### src/rtl/tbcc_pkg.sv
package tbcc_pkg;
  localparam int CTL_W = 7;

  typedef enum logic [1:0] {
    ACT_NONE = 2'b00,
    ACT_SET  = 2'b01,
    ACT_CLR  = 2'b10,
    ACT_TGL  = 2'b11
  } act_e;

  // bit6 link, bits5:4 action, bits3:2 edge mask, bit1 timebase, bit0 compare
  typedef struct packed {
    logic       link;
    act_e       act;
    logic [1:0] edg;
    logic       tbsel;
    logic       cmp;
  } ctl_t;
endpackage

### src/rtl/tbcc_insync.sv
module tbcc_insync #(
  parameter int NP = 4
) (
  input  logic          clk,
  input  logic          rst,
  input  logic [NP-1:0] pin_i,
  output logic [NP-1:0] rise_o,
  output logic [NP-1:0] fall_o
);
  logic [NP-1:0] s1_q, s2_q, s3_q;

  always_ff @(posedge clk) begin
    if (rst) begin
      s1_q <= '0;
      s2_q <= '0;
      s3_q <= '0;
    end else begin
      s1_q <= pin_i;
      s2_q <= s1_q;
      s3_q <= s2_q;
    end
  end

  assign rise_o = s2_q & ~s3_q;
  assign fall_o = ~s2_q & s3_q;
endmodule

### src/rtl/tbcc_cell.sv
module tbcc_cell
  import tbcc_pkg::*;
#(
  parameter int TW = 24
) (
  input  logic          clk,
  input  logic          rst,
  input  logic [TW-1:0] tb0_i,
  input  logic [TW-1:0] tb1_i,
  input  logic          wr_val_i,
  input  logic          wr_ctl_i,
  input  logic          wr_clr_i,
  input  logic [TW-1:0] wr_data_i,
  input  logic          rise_i,
  input  logic          fall_i,
  output logic [TW-1:0] val_o,
  output ctl_t          ctl_o,
  output logic          flag_o,
  output logic          hit_o
);
  ctl_t          ctl_q;
  logic [TW-1:0] val_q;
  logic [TW-1:0] tb_sel;
  logic          eq, eq_q, cap, flag_q;

  assign tb_sel = ctl_q.tbsel ? tb1_i : tb0_i;
  assign eq     = (tb_sel == val_q);
  assign cap    = !ctl_q.cmp && ((ctl_q.edg[0] && rise_i) || (ctl_q.edg[1] && fall_i));
  assign hit_o  = ctl_q.cmp && eq && !eq_q;

  always_ff @(posedge clk) begin
    if (rst) begin
      ctl_q  <= '0;
      val_q  <= '0;
      eq_q   <= 1'b0;
      flag_q <= 1'b0;
    end else begin
      eq_q <= eq;
      if (cap)           val_q <= tb_sel;
      else if (wr_val_i) val_q <= wr_data_i;
      if (wr_ctl_i)      ctl_q <= ctl_t'(wr_data_i[CTL_W-1:0]);
      flag_q <= (flag_q & ~wr_clr_i) | cap | hit_o;
    end
  end

  assign val_o  = val_q;
  assign ctl_o  = ctl_q;
  assign flag_o = flag_q;


  cap_val_chk: assert property (@(posedge clk) disable iff (rst)
    cap |=> (val_q == $past(tb_sel)));


  val_hold_chk: assert property (@(posedge clk) disable iff (rst)
    (!rise_i && !fall_i && !wr_val_i) |=> $stable(val_q));


  flag_sticky_chk: assert property (@(posedge clk) disable iff (rst)
    (flag_q && !wr_clr_i) |=> flag_q);
endmodule

### src/rtl/tbcc_pinmux.sv
module tbcc_pinmux
  import tbcc_pkg::*;
#(
  parameter int NCELL = 4,
  parameter int SW    = 2
) (
  input  logic                  clk,
  input  logic                  rst,
  input  logic [NCELL-1:0]      hit_i,
  input  logic [2*NCELL-1:0]    act_i,
  input  logic [SW*NCELL-1:0]   src_i,
  output logic [NCELL-1:0]      pin_o
);
  logic [NCELL-1:0] pin_q, pin_d;

  always_comb begin
    pin_d = pin_q;
    for (int p = 0; p < NCELL; p++) begin
      for (int k = 0; k < NCELL; k++) begin
        if (hit_i[k] && (src_i[k*SW +: SW] == SW'(p))) begin
          case (act_e'(act_i[2*k +: 2]))
            ACT_SET: pin_d[p] = 1'b1;
            ACT_CLR: pin_d[p] = 1'b0;
            ACT_TGL: pin_d[p] = ~pin_q[p];
            default: ;
          endcase
        end
      end
    end
  end

  always_ff @(posedge clk) begin
    if (rst) pin_q <= '0;
    else     pin_q <= pin_d;
  end

  assign pin_o = pin_q;


  pin_quiet_chk: assert property (@(posedge clk) disable iff (rst)
    (hit_i == '0) |=> $stable(pin_q));
endmodule

### src/rtl/tbcc_group.sv
module tbcc_group
  import tbcc_pkg::*;
#(
  parameter int NCELL = 4,
  parameter int TW    = 24,
  localparam int CIW  = (NCELL > 1) ? $clog2(NCELL) : 1,
  localparam int AW   = CIW + 2
) (
  input  logic             clk,
  input  logic             rst,
  input  logic [TW-1:0]    tb0_i,
  input  logic [TW-1:0]    tb1_i,
  input  logic [NCELL-1:0] pin_i,
  output logic [NCELL-1:0] pin_o,
  input  logic             wr_en_i,
  input  logic [AW-1:0]    wr_addr_i,
  input  logic [TW-1:0]    wr_data_i,
  input  logic [AW-1:0]    rd_addr_i,
  output logic [TW-1:0]    rd_data_o,
  output logic [NCELL-1:0] evt_o
);
  logic [NCELL-1:0]     rise, fall, hit, flag;
  logic [TW-1:0]        val_v [NCELL];
  ctl_t                 ctl_v [NCELL];
  logic [CIW-1:0]       src   [NCELL];
  logic [CIW*NCELL-1:0] src_flat;
  logic [2*NCELL-1:0]   act_flat;
  logic [TW-1:0]        rd_q;

  tbcc_insync #(.NP(NCELL)) u_sync (
    .clk(clk), .rst(rst), .pin_i(pin_i), .rise_o(rise), .fall_o(fall)
  );

  // resolve link chains: each cell inherits the pin of the nearest unlinked cell below
  always_comb begin
    logic [CIW-1:0] cur;
    cur = '0;
    for (int k = 0; k < NCELL; k++) begin
      if (k == 0 || !ctl_v[k].link) cur = CIW'(k);
      src[k] = cur;
    end
  end

  for (genvar k = 0; k < NCELL; k++) begin : g_cell
    logic sel_k;
    assign sel_k = wr_en_i && (wr_addr_i[AW-1:2] == CIW'(k));
    assign src_flat[k*CIW +: CIW] = src[k];
    assign act_flat[2*k +: 2]     = ctl_v[k].act;

    tbcc_cell #(.TW(TW)) u_cell (
      .clk      (clk),
      .rst      (rst),
      .tb0_i    (tb0_i),
      .tb1_i    (tb1_i),
      .wr_val_i (sel_k && wr_addr_i[1:0] == 2'd0),
      .wr_ctl_i (sel_k && wr_addr_i[1:0] == 2'd1),
      .wr_clr_i (sel_k && wr_addr_i[1:0] == 2'd2 && wr_data_i[0]),
      .wr_data_i(wr_data_i),
      .rise_i   (rise[src[k]]),
      .fall_i   (fall[src[k]]),
      .val_o    (val_v[k]),
      .ctl_o    (ctl_v[k]),
      .flag_o   (flag[k]),
      .hit_o    (hit[k])
    );
  end

  tbcc_pinmux #(.NCELL(NCELL), .SW(CIW)) u_pins (
    .clk(clk), .rst(rst), .hit_i(hit), .act_i(act_flat), .src_i(src_flat), .pin_o(pin_o)
  );

  always_ff @(posedge clk) begin
    if (rst) begin
      rd_q <= '0;
    end else begin
      case (rd_addr_i[1:0])
        2'd0:    rd_q <= val_v[rd_addr_i[AW-1:2]];
        2'd1:    rd_q <= {{(TW-CTL_W){1'b0}}, ctl_v[rd_addr_i[AW-1:2]]};
        2'd2:    rd_q <= {{(TW-1){1'b0}}, flag[rd_addr_i[AW-1:2]]};
        default: rd_q <= '0;
      endcase
    end
  end

  assign rd_data_o = rd_q;
  assign evt_o     = flag;


  evt_cause_chk: assert property (@(posedge clk) disable iff (rst)
    $rose(evt_o[0]) |-> ($past(hit[0]) || $past(ctl_v[0].cmp) == 1'b0));
endmodule

### config.mk
export PLATFORM = sky130hd
export DESIGN_NAME = tbcc_group
export DESIGN_NICKNAME = d
export VERILOG_FILES = /design/src/rtl/tbcc_pkg.sv /design/src/rtl/tbcc_insync.sv /design/src/rtl/tbcc_cell.sv /design/src/rtl/tbcc_pinmux.sv /design/src/rtl/tbcc_group.sv
export SDC_FILE = /design/constraint.sdc
export NUM_CORES = 1
export LEC_CHECK = 0
export BUFFER_PORTS_ARGS = -buffer_cell sky130_fd_sc_hd__buf_2
export CAP_MARGIN = 20
export CORE_UTILIZATION = 43
export CTS_BUF_LIST = sky130_fd_sc_hd__clkbuf_8
export DETAILED_ROUTE_END_ITERATION = 7
export GPL_TIMING_DRIVEN = 0
export SYNTH_ARGS = -nofsm -noshare
export SYNTH_HDL_FRONTEND = slang
export SYNTH_HIERARCHICAL = 1
export SYNTH_SLANG_ARGS = --single-unit
### constraint.sdc
create_clock -name clk -period 10.2 [get_ports clk]
set_clock_uncertainty 0.2 [all_clocks]
set_input_delay 3.06 -clock clk [delete_from_list [all_inputs] [get_ports clk]]
set_output_delay 3.06 -clock clk [all_outputs]
set_load 0.02 [all_outputs]
==> flow_summary.toml <==
[grt]
grt_overflow = 0
grt_pass1_vias = 9403
antenna_found_initial = 0
grt.total_usage_pct = 34.4
grt_max_degree = 19
grt_pass1_wl_mm = 63.4

[timing]
max_freq_mhz = 172
setup_viol = 0
min_period_over_period_pct = 57.0
slew_violations = 0
tightest_slew_ps = 953
slew_headroom_pct = 36.5
fin_tns_setup_ps = 0
rsz0062_at_grt = "no"
hold_viol = 0
min_period_ps = 5820

[placement]
placed_area_sq_um = 11600
port_buffers = 118
gp_congestion = 1.00
hpwl_mm = 31.9

[synth]
syn_avg_cell_area_sq_um = 9.79
yosysWarningCount = 6
synth_seq_cells = 172
synth_cell_types = 53
mappedNetlistArea_sq_um = 10600
yosysSeqAreaShare_pct = 32.6
synthesis.instances = 1080

[power_and_ir_drop]
p_sw_mw = 0.456
combPwrFrac_pct = 14.4
swShare_pct = 31.6
leakage_nw = 3.88
p_per_area_nw_per_um2 = 120
seqPwrFrac_pct = 47.8
pwr-share-clk_pct = 37.8
p_int_mw = 0.987
ir_worst_vdd_mv = 0.0693

[worst_hold_path]
hp-class = "reg -> reg"

[setup_path]
critPathTopFamily = "simple AND/OR/NAND/NOR gates"
slowest_stage = "nor4b_2"
cp_max_fo = 4
worstSetupPathType = "in -> reg"
crit_chain = "buf_2 -> mux2i_2 -> xnor2_1 -> nor4_1 -> nand4_1 -> nor4b_2 -> nand2_1 -> a2111oi_0 -> a211oi_1 -> o31ai_1"
start_kind = "primary input"
cp.required_ps = 10410
cp.arrival_ps = 6030
slowest_delay_ps = 590
endpoint_kind = "register"
cp_num_buf_inv = 1

[clocking]
tritoncts = "built"
clockBufferDepth = 2
worstSkewPairLatency_ps = 490
post-cts-setup-buffers = 0
cts_resized = 0
clkSlewWorstSetupHoldPaths_ps = 110
cts_made_buffers = 17
h-tree-depth = 4
cts-hold-fix-buffers = 0
clock-root-buffer = "clkbuf_8"
cts.sinks = 172

[floorplan]
pin_count = 119
rows = 57
dieArea_sq_um = 25200
die_w_microns = 159
core_area_sq_um = 24200
initial_core_util_pct = 43.6
dieHeight_microns = 159

[layout]
final_area_sq_um = 12100
syn2layout_area_growth_pct = 14.2
antenna_cells = 0
utilization_pct = 49.8
drive_gt1_share_pct = 19.9
final_cell_mix = "a211oi_1 (195), dfxtp_1 (172), nor2b_1 (124), mux2i_1 (118), buf_2 (118)"
final_common_cell = "a211oi_1"
nNetsFinal = 1322

[status]
outcome = "complete, no violations"

[detailed_routing]
wl_mm = 43.6
vias_per_cell = 6.38
wl_per_cell_microns = 27.7
postRouteAntennaNets = 0
drtIter0Drc = 1151
first_pass_iters = 5
route.detailed.drc = 0
vias = 10000

[run]
maxCapViolCount = 0
## state kept, by name, indices dropped and copies added, names as in the netlist
signal / flops
g_cell.u_cell/val_o: 96
g_cell.u_cell/ctl_o: 28
g_cell.u_cell/eq_q: 4
u_sync/s3_q: 4
u_sync/s2_q: 4
g_cell.u_cell/flag_o: 4
u_sync/s1_q: 4
rd_data_o: 24
u_pins/pin_o: 4
## synth_stat cells, drive strengths merged
cell type / number / share of area [%]
a2111oi: 1 / 0.083
a211o: 1 / 0.083
a211oi: 195 / 14
a21oi: 9 / 0.46
a221o: 1 / 0.095
a22oi: 4 / 0.28
a32oi: 1 / 0.083
a41oi: 1 / 0.083
and2b: 2 / 0.17
and4b: 1 / 0.11
buf: 27 / 2.4
clkbuf: 56 / 2.0
conb: 1 / 0.035
dfxtp: 172 / 33
inv: 9 / 0.32
mux2: 6 / 0.64
mux2i: 134 / 13
mux4: 31 / 6.6
nand2: 19 / 0.67
nand2b: 6 / 0.43
nand3: 8 / 0.43
nand3b: 3 / 0.21
nand4: 11 / 0.65
nand4b: 2 / 0.17
nor2: 56 / 2.0
nor2b: 134 / 8.3
nor3: 11 / 0.52
nor3b: 5 / 0.36
nor4: 48 / 3.1
nor4b: 5 / 0.65
o211ai: 2 / 0.14
o21ai: 6 / 0.32
o221a: 1 / 0.11
o22ai: 9 / 0.53
o31ai: 1 / 0.071
o32a: 1 / 0.095
or2: 1 / 0.059
or3: 1 / 0.059
or3b: 2 / 0.17
xnor2: 96 / 8.0
## power groups by stage
stage | combinational, mW | clock [mW] | sequential [mW]
after floorplan | 0.114 | 0 | 0.703
after global placement | 0.200 | 0 | 0.704
after detailed placement | 0.201 | 0 | 0.705
after CTS | 0.202 | 0.548 | 0.689
after global routing | 0.216 | 0.578 | 0.691
final | 0.208 | 0.546 | 0.689
## metal layers
metal / GRT usage, % / wire length, microns
met3: 8.44 / 4960
met1: 47.6 / 18200
met4: 13.8 / 1510
met2: 51.2 / 18900
met5: 0 / 0
## path summary, 6_finish.rpt
kind	cells after the start	slack [ps]	end	from
worst max register to register	12	6220	u_pins/pin_o[0]	g_cell[0].u_cell/ctl_o[1]
worst max-delay path	10	4380	u_pins/pin_o[2]	tb1_i[6]
worst min-delay path	1	250	u_sync/s2_q[2]	u_sync/s1_q[2]
worst min register to register	1	250	u_sync/s2_q[2]	u_sync/s1_q[2]
## cell families after synthesis
logic type | Yosys count | share of synthesized area, %
mux | 171 | 20.5
flops | 172 | 32.6
other cells | 1 | 0.0355
simple gates | 315 | 18.0
compound gates | 233 | 16.3
buf+inv | 92 | 4.70
xor+xnor | 96 | 7.95
## cell type report
class	instances	area, sq um
multi-input cells	834	6700
fillers	2371	12200
flip-flops and latches	172	3440
inverters	9	33.8
well taps	324	405
plain buffers	83	463
clock inverters	15	199
clock buffers	17	234
repair buffers	118	591
## stage by stage
stage | power, mW | worst slack, ps | hold WS, ps | cells
4_1_cts | 1.44 | 4450 | 259 | 1572
2_1_floorplan | 0.817 | 4830 | 215 | 1098
5_1_grt | 1.49 | 4320 | 272 | 1572
3_5_place_dp | 0.905 | 3940 | 229 | 1540
6_report | 1.44 | 4380 | 250 | 1572
3_3_place_gp | 0.904 | 3910 | 223 | 1540
Note: power is estimated with default switching activity, not from simulation.
